$ cat config.mk
export PLATFORM = sky130hd
export DESIGN_NAME = frac_clk_divider
export DESIGN_NICKNAME = d
export VERILOG_FILES = /design/src/rtl/frac_div_pkg.sv /design/src/rtl/frac_div_ctrl.sv /design/src/rtl/frac_div_gen.sv /design/src/rtl/frac_clk_divider.sv
export SDC_FILE = /design/constraint.sdc
export NUM_CORES = 1
export LEC_CHECK = 0
export BUFFER_PORTS_ARGS = -buffer_cell sky130_fd_sc_hd__buf_2
export CORE_MARGIN = 2
export CORE_UTILIZATION = 53
export DETAILED_ROUTE_END_ITERATION = 10
export GPL_TIMING_DRIVEN = 0
export HOLD_SLACK_MARGIN = 0.1
export PLACE_DENSITY_LB_ADDON = 0.1
export SLEW_MARGIN = 20
export SYNTH_ARGS = -nofsm -noshare
export SYNTH_HDL_FRONTEND = slang
export SYNTH_HIERARCHICAL = 1
export SYNTH_SLANG_ARGS = --single-unit
$ cat constraint.sdc
create_clock -name clk_i -period 4.75 [get_ports clk_i]
set_input_delay 0.95 -clock clk_i [delete_from_list [all_inputs] [get_ports clk_i]]
set_output_delay 0.95 -clock clk_i [all_outputs]
set_load 0.005 [all_outputs]
$ cat src/rtl/frac_div_pkg.sv
package frac_div_pkg;
  localparam int unsigned CTRL_W = 32;

  function automatic logic [CTRL_W-1:0] span_mask(input int unsigned lsb, input int unsigned width);
    logic [CTRL_W-1:0] m;
    m = '0;
    for (int i = 0; i < CTRL_W; i++)
      if (i >= lsb && i < lsb + width) m[i] = 1'b1;
    return m;
  endfunction
endpackage

$ cat src/rtl/frac_div_ctrl.sv
module frac_div_ctrl
  import frac_div_pkg::*;
#(
  parameter int unsigned FIELD_SHIFT = 8,
  parameter int unsigned FIELD_W     = 8,
  parameter int unsigned TRIG_POS    = 0,
  parameter bit          FIXED_DIV   = 1'b0,
  parameter int unsigned FIXED_FIELD = 0
) (
  input  logic               clk_i,
  input  logic               rst_ni,
  input  logic               wr_en_i,
  input  logic [CTRL_W-1:0]  wr_data_i,
  input  logic [CTRL_W-1:0]  wr_mask_i,
  input  logic               boundary_i,
  output logic [CTRL_W-1:0]  rd_data_o,
  output logic               busy_o,
  output logic [FIELD_W-1:0] staged_o
);
  localparam logic [CTRL_W-1:0]  FMASK   = span_mask(FIELD_SHIFT, FIELD_W);
  localparam logic [CTRL_W-1:0]  TMASK   = CTRL_W'(1) << TRIG_POS;
  localparam logic [CTRL_W-1:0]  SPARE   = ~(FMASK | TMASK);
  localparam logic [FIELD_W-1:0] FIX_VAL = FIELD_W'(FIXED_FIELD);

  logic [CTRL_W-1:0]  spare_q;
  logic [FIELD_W-1:0] shadow;
  logic               trig_req;

  assign trig_req = wr_en_i & wr_mask_i[TRIG_POS] & wr_data_i[TRIG_POS];

  always_ff @(posedge clk_i or negedge rst_ni) begin
    if (!rst_ni) spare_q <= '0;
    else if (wr_en_i)
      spare_q <= (spare_q & ~(wr_mask_i & SPARE)) | (wr_data_i & wr_mask_i & SPARE);
  end

  generate
    if (FIXED_DIV) begin : g_fixed
      assign shadow   = FIX_VAL;
      assign busy_o   = 1'b0;
      assign staged_o = FIX_VAL;

      assert_fixed_field_R6: assert property (@(posedge clk_i) disable iff (!rst_ni)
        (rd_data_o[FIELD_SHIFT +: FIELD_W] == FIX_VAL) && !rd_data_o[TRIG_POS]);
    end else begin : g_prog
      logic [FIELD_W-1:0] shadow_q, shadow_d, staged_q, fmask;
      logic               busy_q;

      assign fmask    = wr_en_i ? wr_mask_i[FIELD_SHIFT +: FIELD_W] : '0;
      assign shadow_d = (shadow_q & ~fmask) | (wr_data_i[FIELD_SHIFT +: FIELD_W] & fmask);

      always_ff @(posedge clk_i or negedge rst_ni) begin
        if (!rst_ni) begin
          shadow_q <= '0;
          staged_q <= '0;
          busy_q   <= 1'b0;
        end else begin
          shadow_q <= shadow_d;
          if (busy_q) begin
            if (boundary_i) busy_q <= 1'b0;
          end else if (trig_req) begin
            busy_q   <= 1'b1;
            staged_q <= shadow_d;
          end
        end
      end

      assign shadow   = shadow_q;
      assign busy_o   = busy_q;
      assign staged_o = staged_q;

      // busy releases only when the generator passes a period boundary
      assert_busy_clears_at_boundary_R5: assert property (@(posedge clk_i) disable iff (!rst_ni)
        $fell(busy_q) |-> $past(boundary_i));
      assert_staged_frozen_while_busy_R10: assert property (@(posedge clk_i) disable iff (!rst_ni)
        busy_q |=> $stable(staged_q));
    end
  endgenerate

  always_comb begin
    rd_data_o = spare_q & SPARE;
    rd_data_o[FIELD_SHIFT +: FIELD_W] = shadow;
    rd_data_o[TRIG_POS] = busy_o;
  end

  assert_spare_untouched_R3: assert property (@(posedge clk_i) disable iff (!rst_ni)
    !(wr_en_i && |(wr_mask_i & SPARE)) |=> $stable(rd_data_o & SPARE));
endmodule

$ cat src/rtl/frac_div_gen.sv
module frac_div_gen #(
  parameter int unsigned FIELD_W     = 8,
  parameter int unsigned FRAC_W      = 4,
  parameter int unsigned RESET_FIELD = 0
) (
  input  logic               clk_i,
  input  logic               rst_ni,
  input  logic               busy_i,
  input  logic [FIELD_W-1:0] staged_i,
  output logic               boundary_o,
  output logic               pulse_o,
  output logic [FIELD_W-1:0] active_o
);
  localparam int unsigned INT_W = FIELD_W - FRAC_W;
  localparam int unsigned CNT_W = INT_W + 1;
  localparam logic [CNT_W-1:0] CNT_MAX = CNT_W'(1) << INT_W;

  logic [CNT_W-1:0]   cnt_q, len_m1;
  logic [FRAC_W-1:0]  acc_q;
  logic [FRAC_W:0]    sum;
  logic [FIELD_W-1:0] active_q, next_field;
  logic               pulse_q;

  assign boundary_o = (cnt_q == '0);
  assign next_field = busy_i ? staged_i : active_q;
  assign sum        = {1'b0, acc_q} + {1'b0, next_field[FRAC_W-1:0]};
  // carry out of the accumulator stretches this period by one cycle
  assign len_m1     = CNT_W'(next_field[FIELD_W-1:FRAC_W]) + CNT_W'(sum[FRAC_W]);

  always_ff @(posedge clk_i or negedge rst_ni) begin
    if (!rst_ni) begin
      cnt_q    <= '0;
      acc_q    <= '0;
      active_q <= FIELD_W'(RESET_FIELD);
      pulse_q  <= 1'b0;
    end else if (boundary_o) begin
      cnt_q    <= len_m1;
      acc_q    <= sum[FRAC_W-1:0];
      active_q <= next_field;
      pulse_q  <= 1'b1;
    end else begin
      cnt_q    <= cnt_q - 1'b1;
      pulse_q  <= 1'b0;
    end
  end

  assign pulse_o  = pulse_q;
  assign active_o = active_q;

  assert_cnt_in_range_R2: assert property (@(posedge clk_i) disable iff (!rst_ni)
    cnt_q <= CNT_MAX);
  assert_switch_on_boundary_R7: assert property (@(posedge clk_i) disable iff (!rst_ni)
    !boundary_o |=> $stable(active_q));
endmodule

$ cat src/rtl/frac_clk_divider.sv
module frac_clk_divider
  import frac_div_pkg::*;
#(
  parameter int unsigned FIELD_SHIFT = 8,
  parameter int unsigned FIELD_W     = 8,
  parameter int unsigned FRAC_W      = 4,
  parameter int unsigned TRIG_POS    = 0,
  parameter bit          FIXED_DIV   = 1'b0,
  parameter int unsigned FIXED_FIELD = 0
) (
  input  logic        clk_i,
  input  logic        rst_ni,
  input  logic        wr_en_i,
  input  logic [31:0] wr_data_i,
  input  logic [31:0] wr_mask_i,
  output logic [31:0] rd_data_o,
  output logic        pulse_o
);
  localparam int unsigned RESET_FIELD = FIXED_DIV ? FIXED_FIELD : 0;

  logic               busy, boundary;
  logic [FIELD_W-1:0] staged, active;

  frac_div_ctrl #(
    .FIELD_SHIFT(FIELD_SHIFT), .FIELD_W(FIELD_W), .TRIG_POS(TRIG_POS),
    .FIXED_DIV(FIXED_DIV), .FIXED_FIELD(FIXED_FIELD)
  ) u_ctrl (
    .clk_i(clk_i), .rst_ni(rst_ni), .wr_en_i(wr_en_i), .wr_data_i(wr_data_i),
    .wr_mask_i(wr_mask_i), .boundary_i(boundary), .rd_data_o(rd_data_o),
    .busy_o(busy), .staged_o(staged)
  );

  frac_div_gen #(
    .FIELD_W(FIELD_W), .FRAC_W(FRAC_W), .RESET_FIELD(RESET_FIELD)
  ) u_gen (
    .clk_i(clk_i), .rst_ni(rst_ni), .busy_i(busy), .staged_i(staged),
    .boundary_o(boundary), .pulse_o(pulse_o), .active_o(active)
  );

  assert_apply_staged_R5: assert property (@(posedge clk_i) disable iff (!rst_ni)
    $fell(busy) |-> (active == $past(staged)));
  assert_active_needs_trigger_R4: assert property (@(posedge clk_i) disable iff (!rst_ni)
    !$stable(active) |-> $past(busy));
endmodule

Word level (Yosys, flattened, before mapping)
Cells that the tools add are included.
{"block": "totals", "register_bits": 67, "latchBits": 0, "mem_bits_rw": 0, "romBits": 0, "in_bits": 67, "output_inout_bits": 33, "wordCells": 31, "n_memories": 0}
{"block": "classes", "n_addsub": 3, "multipliers": 0, "div_mod_pow": 0, "n_lt_le_gt_ge": 0, "n_eq_ne": 0, "n_shift": 0, "n_mux": 7, "bitwise": 11, "reduce_logical": 2}
{"cell": "32-bit bitwise AND", "n": 2}
{"cell": "32-bit inverter", "n": 1}
{"cell": "32-bit bitwise OR", "n": 1}
{"cell": "8-bit bitwise AND", "n": 2}
{"cell": "8-bit two-way mux", "n": 2}
{"cell": "8-bit inverter", "n": 1}
{"cell": "8-bit bitwise OR", "n": 1}
{"cell": "4-bit by 1-bit adder with 5-bit output", "n": 1}
{"cell": "4-bit by 4-bit adder with 5-bit output", "n": 1}
{"cell": "5-bit logical NOT", "n": 1}
{"cell": "5-bit two-way mux", "n": 1}
{"cell": "5-bit by 1-bit subtractor with 5-bit output (second input constant)", "n": 1}
{"cell": "1-bit two-way mux", "n": 4}
{"cell": "1-bit bitwise AND", "n": 2}
{"cell": "2-bit AND reduction", "n": 1}
{"cell": "1-bit inverter", "n": 1}

Logic depth before layout (Yosys ltp)
{"block": "depth", "ltp_word": 4, "mapped_depth": 13, "ltp_nobuf": 12}

Modules after synthesis
The synthesis kept the hierarchy.
{"module": "frac_div_ctrl", "n_inst": 1, "cells_each": 126, "area_per_inst_um2": 1727.9}
{"module": "frac_div_gen", "n_inst": 1, "cells_each": 89, "area_per_inst_um2": 1036.0}

Least setup slack after synthesis
No wires, ideal clock.
{"block": "synth_path", "path_type": "reg-to-reg", "start": "register u_ctrl.g_prog.busy_q, in the netlist u_ctrl/busy_o", "end": "register u_gen.cnt_q[3]", "setup_time_ns": 0.123, "arrival_ns": 2.221, "required_time_ns": 4.627, "slack_ns": 2.407, "stages_incl_launch_ff": 14, "path_buffers": 1, "cell_sequence": "dfrtp_1 buf_4 mux2_2 ha_1 inv_1 fa_1 nor2b_1 o21ai_0 nand2b_1 ha_1 nand2_1 o22ai_1 xor2_1 a21oi_1"}
{"block": "synth_between", "elab_chain_len": 4}
{"item": "start: declaration", "line": "frac_div_ctrl.sv:47", "rtl": "logic busy_q;"}
{"item": "start signal: assignment", "line": "frac_div_ctrl.sv:56", "rtl": "busy_q <= 1'b0;"}
{"item": "start signal: assignment", "line": "frac_div_ctrl.sv:60", "rtl": "if (boundary_i) busy_q <= 1'b0;"}
{"item": "start signal: assignment", "line": "frac_div_ctrl.sv:62", "rtl": "busy_q <= 1'b1;"}
{"item": "8-bit two-way mux", "line": "frac_div_gen.sv:25", "rtl": "assign next_field = busy_i ? staged_i : active_q;"}
{"item": "net u_gen.next_field[0]", "line": "frac_div_gen.sv:21", "rtl": "logic [FIELD_W-1:0] active_q, next_field;"}
{"item": "4-bit by 4-bit adder with 5-bit output", "line": "frac_div_gen.sv:26", "rtl": "assign sum = {1'b0, acc_q} + {1'b0, next_field[FRAC_W-1:0]};"}
{"item": "4-bit by 1-bit adder with 5-bit output", "line": "frac_div_gen.sv:28", "rtl": "assign len_m1 = CNT_W'(next_field[FIELD_W-1:FRAC_W]) + CNT_W'(sum[FRAC_W]);"}
{"item": "5-bit two-way mux", "line": "frac_div_gen.sv:36", "rtl": "end else if (boundary_o) begin"}
{"item": "end signal: assignment", "line": "frac_div_gen.sv:37", "rtl": "cnt_q <= len_m1;"}
{"item": "end signal: assignment", "line": "frac_div_gen.sv:42", "rtl": "cnt_q <= cnt_q - 1'b1;"}
{"item": "end: declaration", "line": "frac_div_gen.sv:18", "rtl": "logic [CNT_W-1:0] cnt_q, len_m1;"}
The timed path passes the listed nets, and every way through them passes these cells.
A chain may end at the register's enable or synchronous reset.

Worst setup path in the final report
{"block": "layout_path", "start": "register u_ctrl.g_prog.busy_q, in the netlist u_ctrl/busy_o", "end": "register u_gen.cnt_q[2]"}
The elaborated chain is that of the path after synthesis.

==> reports/metrics.yaml <==
met3_usage_pct: 6.398
multi_input_comb_area_sq_um: 1230
p_leak_uw: 0.001789
dp_hpwl_microns: 3879
swShare_pct: 30.07
end_kind: "flop"
start_util_pct: 54.46
crit_fanout: 10
post-cts-setup-buffers: 0
fin_crit_ps: 2646
clk_latency_ps: 330
worst_ir_drop_vdd_mv: 0.3651
final_common_cell: "buf_2"
clkPwrFrac_pct: 24.7
drt_iter0_markers: 61
fin_nets: 400
fin_crit_sh_pct: 55.70
max-cap-violations: 0
synthCells: 215
wl_per_cell_microns: 13.40
fin_skew_ps: 6.447
root_buffer: "clkbuf_8"
yosysWarnings: 6
ys_ff_latch: 58
synthFlopType: "dfrtp_1"
n_antenna_cell: 0
yosysSeqAreaShare_pct: 52.51
critical_path_class: "reg -> reg"
cts_tree: "built"
critical_path_required_ps: 5010
grt_pass1_wl_microns: 9039
hold_buffers: 0
ys_types: 28
yosys.area.top_type: "dfrtp_1"
mostFrequentLayoutCells: "buf_2 (101), dfrtp_1 (58), mux2_2 (46)"
cp_cell_sequence: "buf_4, mux2_2, ha_1, inv_1, fa_1, nor2b_1, o21ai_0, nand2b_1, ha_1, ha_1, xor2_1, a21oi_1"
p_seq_share_pct: 39.4
die-area_sq_um: 5809
nFillCells: 390
postSynthAreaPerCell_sq_um: 12.86
crit_top_cell: "ha_1"
seq_area_sq_um: 1451
synthTopCellsByArea: "dfrtp_1 (53%), mux2_2 (19%), mux2_4 (7.1%), nand2_1 (5.3%), ha_1 (3.2%)"
wl_microns: 5347
antenna_found_initial: 0
synth-edff-count: 0
drt_first_pass_iters: 4
clock_path_buffers: 2
drive_gt1_share_pct: 55.62
outcome: "completed"
worst_setup_path_start_kind: "flop"
synth_nets: 290
num_vias: 1977
slew_violations: 0
cts_buffers: 9
fmax_mhz: 378.0
ant_nets: 0
rsz0062_at_grt: "no"
grt_pass1_vias: 2023
setup_viol: 0
max_slew_margin_pct: 53.47
pwr-share-comb_pct: 35.9
synth_area_sq_um: 2764
drc: 0
critPathArrivalTime_ps: 2900
stdcell_count: 399
cts.clk_slew.worst_paths_ps: 60
p_sw_uw: 564.4
worst_path_max_delay_cell: "dfrtp_1"
cts_resized: 0
area_delta_synth_final_pct: 28.57
h-tree-depth: 3
tightest_slew_ps: 698.0
routed_via_density: 4.955
grt_overflow: 0
met2_usage_pct: 32.21
core-area_sq_um: 5075
tns_ps: 0
place_congestion: 0.7065
p_int_uw: 1312
clock_sinks: 58
grt_max_degree: 59
slowest_delay_ps: 430
die_y_microns: 76.22
synthArstFlopShare_pct: 100.0
pwr_density_cell_nw_per_um2: 528.1
port_buffers: 99
die_w_microns: 76.22
grt_usage_pct: 19.86
finalHoldViolations: 0
place_inst: 384
row_count: 26
top_usage_layer: "met2"
io_pins: 100
yosysTopAreaCellShare_pct: 52.51
hp-class: "reg -> reg"
met1_usage_pct: 24.42
synth_stat cells (3+ instances only):
cell type  count
nand2_1       39
o21ai_0        3
mux2_4        13
ha_1           7
nor2_1         4
mux2_2        46
xnor2_1        3
xor2_1         3
mux2i_1        3
buf_2          3
inv_1          6
a21oi_1        6
dfrtp_1       58
buf_4          4
path summary, 6_finish.rpt:
check                                     from                          to  slack, ps  cells past startpoint
worst max-delay path             u_ctrl/busy_o              u_gen/cnt_q[2]       2100                     12
worst min-delay path            u_gen/cnt_q[0]              u_gen/cnt_q[0]        500                      1
worst max register to register   u_ctrl/busy_o              u_gen/cnt_q[2]       2100                     12
worst min register to register  u_gen/cnt_q[0]              u_gen/cnt_q[0]        500                      1
max in group asynchronous               rst_ni              u_gen/acc_q[3]       3620                      1
min in group asynchronous               rst_ni  asynchronous set/reset pin        670                      1
cell type report:
class / count / share of cell area (%)
sequential: 58 / 40.84
multi-input combinational: 143 / 34.61
timing repair buffer: 99 / 14.01
clock buffer: 13 / 4.754
tap: 70 / 2.465
buffer: 8 / 1.690
clock inverter: 2 / 0.9859
inverter: 6 / 0.6338
logic make-up after synthesis:
kind of cell | after synthesis | synth area share [%]
xor+xnor | 6 | 1.902
fa+ha+maj | 8 | 3.893
buf+inv | 14 | 2.987
flops | 58 | 52.51
compound gates | 14 | 2.988
mux | 62 | 26.89
simple gates | 53 | 8.827
critical path, delay by kind of cell (launching register included):
family                     cells  cell delay (ps)
buffers and inverters          2              300
AOI/OAI and AO/OA              2              320
adders and majority gates      4              850
DFF                            1              430
and+or+nand+nor                2              140
muxes                          1              370
xor gates and xnor gates       1              170
metal layers:
| metal | vias up | part of all wire (%) |
|---|---|---|
| met1 | 941 | 44 |
| met3 | 7 | 6.5 |
| li1 | 959 | - |
| met5 | - | 0 |
| met2 | 70 | 48 |
| met4 | 0 | 1.1 |
power by group through the flow:
stage | Sequential [uW] | Combinational (uW) | Clock, uW
4_1_cts | 741 | 681 | 473
2_1_floorplan | 727 | 506 | 0
6_report | 739 | 673 | 464
3_3_place_gp | 740 | 655 | 0
3_5_place_dp | 746 | 678 | 0
5_1_grt | 762 | 750 | 496
metrics by stage:
step | power (uW) | instance area, sq um | utilization (%) | hold WS [ps] | setup WS [ps]
floorplan | 1233 | 2764 | - | 459.2 | 2407
global placement | 1396 | 3347 | 65.95 | 481.2 | 2167
detailed placement | 1425 | 3349 | 66.00 | 488.3 | 2135
CTS | 1895 | 3553 | 70.02 | 499.4 | 2093
global route | 2008 | 3553 | 70.02 | 512.7 | 1883
finish | 1877 | 3553 | 70.02 | 495.8 | 2104
(Power assumes the default switching activity.)
